==> src/rtl/vpg_pkg.sv <==
package vpg_pkg;
   // Divider compare limit: hold of (2**rep_w - rep) strobes means
   // advancing when the counter reaches (2**rep_w - 1 - rep).
   function automatic int unsigned hold_limit(input int unsigned rep,
                                              input int unsigned rep_w);
      return ((1 << rep_w) - 1) - rep;
   endfunction
endpackage

==> src/rtl/vpg_ring.sv <==
module vpg_ring #(
   parameter int PAT_W = 8
) (
   input  logic             clk,
   input  logic             rst_n,
   input  logic             load,
   input  logic [PAT_W-1:0] load_val,
   input  logic             advance,
   output logic [PAT_W-1:0] ring_q
);
   logic [PAT_W-1:0] rot;

   generate
      if (PAT_W < 2) begin : g_bad_width
         $error("vpg_ring: PAT_W must be at least 2");
      end
      for (genvar i = 0; i < PAT_W; i++) begin : g_rot
         if (i == PAT_W - 1) begin : g_top
            assign rot[i] = ring_q[0];
         end else begin : g_mid
            assign rot[i] = ring_q[i+1];
         end
      end
   endgenerate

   always_ff @(posedge clk) begin
      if (!rst_n)       ring_q <= '0;
      else if (load)    ring_q <= load_val;
      else if (advance) ring_q <= rot;
   end
endmodule

==> src/rtl/vpg_divider.sv <==
module vpg_divider #(
   parameter int REP_W = 4
) (
   input  logic             clk,
   input  logic             rst_n,
   input  logic             clr,
   input  logic             step,
   input  logic             rep_load,
   input  logic [REP_W-1:0] rep_data,
   output logic             advance,
   output logic [REP_W-1:0] cnt_q
);
   import vpg_pkg::*;

   localparam logic [REP_W-1:0] CNT_MAX = {REP_W{1'b1}};

   logic [REP_W-1:0] rep_q;
   logic [REP_W-1:0] limit;

   generate
      if (REP_W < 1 || REP_W > 16) begin : g_bad_width
         $error("vpg_divider: REP_W out of range");
      end
   endgenerate

   assign limit   = CNT_MAX - rep_q;
   assign advance = step && (cnt_q >= limit);

   always_ff @(posedge clk) begin
      if (!rst_n)        rep_q <= '0;
      else if (rep_load) rep_q <= rep_data;
   end

   always_ff @(posedge clk) begin
      if (!rst_n)       cnt_q <= '0;
      else if (clr)     cnt_q <= '0;
      else if (advance) cnt_q <= '0;
      else if (step)    cnt_q <= cnt_q + 1'b1;
   end
endmodule

==> src/rtl/vec_pattern_gen.sv <==
module vec_pattern_gen #(
   parameter int PAT_W = 8,
   parameter int REP_W = 4
) (
   input  logic             clk,
   input  logic             rst_n,
   input  logic             pat_load,
   input  logic [PAT_W-1:0] pat_data,
   input  logic             rep_load,
   input  logic [REP_W-1:0] rep_data,
   input  logic             wr_stb,
   output logic             pix_out
);
   logic [PAT_W-1:0] ring_q;
   logic [REP_W-1:0] cnt_q;
   logic             advance;
   logic             step;

   // a load takes the cycle; a coincident strobe is dropped
   assign step = wr_stb && !pat_load;

   vpg_divider #(.REP_W(REP_W)) u_div (
      .clk     (clk),
      .rst_n   (rst_n),
      .clr     (pat_load),
      .step    (step),
      .rep_load(rep_load),
      .rep_data(rep_data),
      .advance (advance),
      .cnt_q   (cnt_q)
   );

   vpg_ring #(.PAT_W(PAT_W)) u_ring (
      .clk     (clk),
      .rst_n   (rst_n),
      .load    (pat_load),
      .load_val(pat_data),
      .advance (advance),
      .ring_q  (ring_q)
   );

   assign pix_out = ring_q[0];
endmodule

==> config.mk <==
export PLATFORM = sky130hd
export DESIGN_NAME = vec_pattern_gen
export DESIGN_NICKNAME = d
export VERILOG_FILES = /design/src/rtl/vpg_pkg.sv /design/src/rtl/vpg_ring.sv /design/src/rtl/vpg_divider.sv /design/src/rtl/vec_pattern_gen.sv
export SDC_FILE = /design/constraint.sdc
export NUM_CORES = 1
export LEC_CHECK = 0
export BUFFER_PORTS_ARGS = -buffer_cell sky130_fd_sc_hd__buf_2
export CAP_MARGIN = 20
export CELL_PAD_IN_SITES_DETAIL_PLACEMENT = 1
export CELL_PAD_IN_SITES_GLOBAL_PLACEMENT = 1
export CORE_MARGIN = 4
export CORE_UTILIZATION = 41
export DETAILED_ROUTE_END_ITERATION = 16
export MAX_ROUTING_LAYER = met4
export PLACE_DENSITY_LB_ADDON = 0.1
export SYNTH_ARGS = -nofsm -noshare
export SYNTH_HDL_FRONTEND = slang
export SYNTH_HIERARCHICAL = 1
export SYNTH_SLANG_ARGS = --single-unit
==> constraint.sdc <==
create_clock -name clk -period 2.8 [get_ports clk]
set_clock_uncertainty 0.2 [all_clocks]
set_input_delay 0.14 -clock clk [delete_from_list [all_inputs] [get_ports clk]]
set_output_delay 0.14 -clock clk [all_outputs]
set_load 0.01 [all_outputs]
==> impl_metrics.yaml <==
place:
  hpwl_um: 1266
  routabilityCongestion: 0.8022
  pre_cts_slack_ns: 0.1391
  place_area_mm2: 0.001016
  portBuffers: 17
cts:
  clock_latency_ns: 0.28
  cts_tree: "built"
  cts_made_buffers: 3
  cts_root_buffer: "clkbuf_4"
  postCtsSetupBuffers: 0
  clock_sinks: 16
  cts_max_level: 1
  clkTransAtPathRegs_ns: 0.09
  ctsLongestPathBuffers: 2
  postCtsResizedCells: 0
cells_and_area:
  n_antenna_cell: 0
  final_cell_mix: "17 x buf_2, 16 x dfxtp_1, 12 x dlygate4sd3_1"
  layout.nets: 134
  layout_commonest_cell: "buf_2"
  areaGrowthSynthToFinish_pct: 26.62
  design_area_mm2: 0.001172
  layout-drive-gt1-share_pct: 30.63
timing:
  min_period_ns: 2.700
  drv_slew: 0
  worstMarginPinSlew_ns: 0.5232
  grt_setup_unrepaired: "false"
  hold_viol: 0
  relSlewSlack_pct: 65.12
  timing.final.crit_share_pct: 96.43
  setup_viol: 0
  fin_ws_ns: 0.09994
  tns_ns: 0
  fmax_mhz: 370.4
floorplan:
  dieArea_mm2: 0.003082
  core_mm2: 0.002062
  io_pins: 18
  rows: 16
  die_height_um: 55.52
  start_util_pct: 44.90
  die_w_um: 55.52
routing:
  drt-total-wl_um: 1856
  num_vias: 679
  drt_pass1_iterations: 4
  wl_per_cell_um: 13.45
  ant_nets: 0
  drc: 0
  vias_per_cell: 4.920
  drtIter0Drc: 3
worst_hold_path:
  holdPathStages: 2
  worstHoldStart: "rst_n"
  hold-path-endpoint: "u_ring/ring_q[7]$_SDFFE_PN0P_"
  hold_class: "in -> reg"
global_routing:
  antenna_found_initial: 0
  overflow: 0
  grt_max_degree: 19
  grt_pass1_wl_um: 3394
  grtUsageTotal_pct: 13.81
  grt_pass1_vias: 742
pwr:
  power_leakage_uw: 0.0005747
  power_uw: 477.6
  p_per_area_mw_per_mm2: 407.3
  ir_drop_uv: 272.2
yosys:
  synth_seq_area_share_pct: 34.59
  yosysUniqueCellTypes: 28
  yosys.area.top_type: "dfxtp_1"
  synth_area_leaders: "dfxtp_1 35%, mux2_4 13%, o211a_1 8.6%"
  synth_fp_nets: 105
  synth.top_cell.area_share_pct: 34.59
  ys_ff_latch: 16
  synthesis.area_um2: 925.9
  syn_avg_cell_area_um2: 11.16
  yosysWarnings: 6
  syn_inst: 83
flow_run:
  maxCapViolations: 0
critical_path:
  crit_fanout: 8
  worstPathRequired_ns: 2.78
  critPathLaunchType: "flip-flop"
  crit_type: "reg -> reg"
  reg2reg_from: "u_div/cnt_q[0]$_SDFFE_PP0P_"
  reg2regPathDepth: 8
  cp.arrival_ns: 2.68
  r2r_slack_ns: 0.1
  r2r-end: "u_ring/ring_q[0]$_SDFFE_PN0P_"
  endpoint_kind: "flip-flop"
status:
  status: "finished, final reports clean"
[cell families (layout without fill, tap and decap cells)]
family / Yosys count / after routing / synth area share, %
compound gates: 17 / 17 / 17.70
xor+xnor: 1 / 1 / 0.9461
fa+ha+maj: 5 / 5 / 6.757
buf+inv: 7 / 35 / 3.917
flops: 16 / 16 / 34.59
mux: 12 / 12 / 17.30
simple gates: 25 / 25 / 18.78
[critical path, stage by stage (launching register included)]
cell and delay [ns]:
dfxtp_1 0.39, inv_1 0.08, ha_1 0.28, nand2b_4 0.14, a2111oi_4 0.49, nor2_2 0.10, and2_1 0.34, mux2_4 0.37
o211a_1 0.20
[routing by layer]
| metal | wire length (µm) | track usage, % | up-vias |
|---|---|---|---|
| met4 | 7 | 4.167 | 0 |
| met1 | 911 | 18.40 | 313 |
| met5 | 0 | - | - |
| met2 | 859 | 21.11 | 15 |
| li1 | - | - | 349 |
| met3 | 79 | 2.564 | 2 |
[cell usage after synthesis]
cell and instances:
ha_1 5, a21oi_1 3, mux2i_1 4, xor2_1 1
nand2b_4 1, nor2_1 2, nand2_1 1, buf_1 1
o22ai_1 1, or2b_1 8, clkbuf_2 1, o211a_1 8
a211oi_2 1, mux2_4 8, nand2b_1 4, buf_2 1
buf_6 1, nand4_1 1, o211ai_1 2, nor2b_4 1
a2111oi_4 1, and2_1 1, nor2_2 1, o21a_1 1
dfxtp_1 16, inv_1 2, nor2b_1 5, clkbuf_1 1
[area by class of cell]
type                       count  area (µm²)
timing repair buffer          29       205.2
tap                           27       33.78
multi-input combinational     60       569.3
fill                         231       889.6
sequential                    16       320.3
inverter                       2       7.507
clock buffer                   4       36.28
[stage by stage]
stage                     utilization [%]  hold WS (ns)  std cells
after global placement              49.27        0.1919        122
final                               56.86      0.005644        138
after global routing                56.86       0.01820        138
after CTS                           56.86      0.006136        138
after floorplan                         -       0.06817         83
after detailed placement            49.27        0.2115        122
[where the power goes]
group | switching [µW] | internal [µW] | leakage [µW]
Sequential | 7.54 | 239 | 0.000132
Combinational | 29.7 | 51.6 | 0.000422
Clock | 70.3 | 79.0 | 0.0000210
[sequential cells by signal (all words and copies together) (netlist names)]
name / flops
u_ring/ring_q: 8
u_div/rep_q: 4
u_div/cnt_q: 4
[how the worst max path moves through the flow]
| stage | from | to | slack, ns | depth (start not counted) |
|---|---|---|---|---|
| floorplan | u_div/cnt_q[0]$_SDFFE_PP0P_ | u_ring/ring_q[0]$_SDFFE_PN0P_ | 0.39 | 9 |
| global placement | u_div/cnt_q[0]$_SDFFE_PP0P_ | u_ring/ring_q[0]$_SDFFE_PN0P_ | 0.25 | 8 |
| detailed placement | u_div/cnt_q[0]$_SDFFE_PP0P_ | u_ring/ring_q[0]$_SDFFE_PN0P_ | 0.14 | 8 |
| CTS | u_div/cnt_q[0]$_SDFFE_PP0P_ | u_ring/ring_q[0]$_SDFFE_PN0P_ | 0.12 | 8 |
| global route | u_div/cnt_q[0]$_SDFFE_PP0P_ | u_ring/ring_q[0]$_SDFFE_PN0P_ | 0.009 | 8 |
| finish | u_div/cnt_q[0]$_SDFFE_PP0P_ | u_ring/ring_q[0]$_SDFFE_PN0P_ | 0.1 | 8 |
[repair_timing]
action,4_1_cts,5_1_grt
hold buffers,12,0
setup endpoints to repair,0,0
endpoints found under the hold margin,12,0
Power figures use the tool's default switching activity.
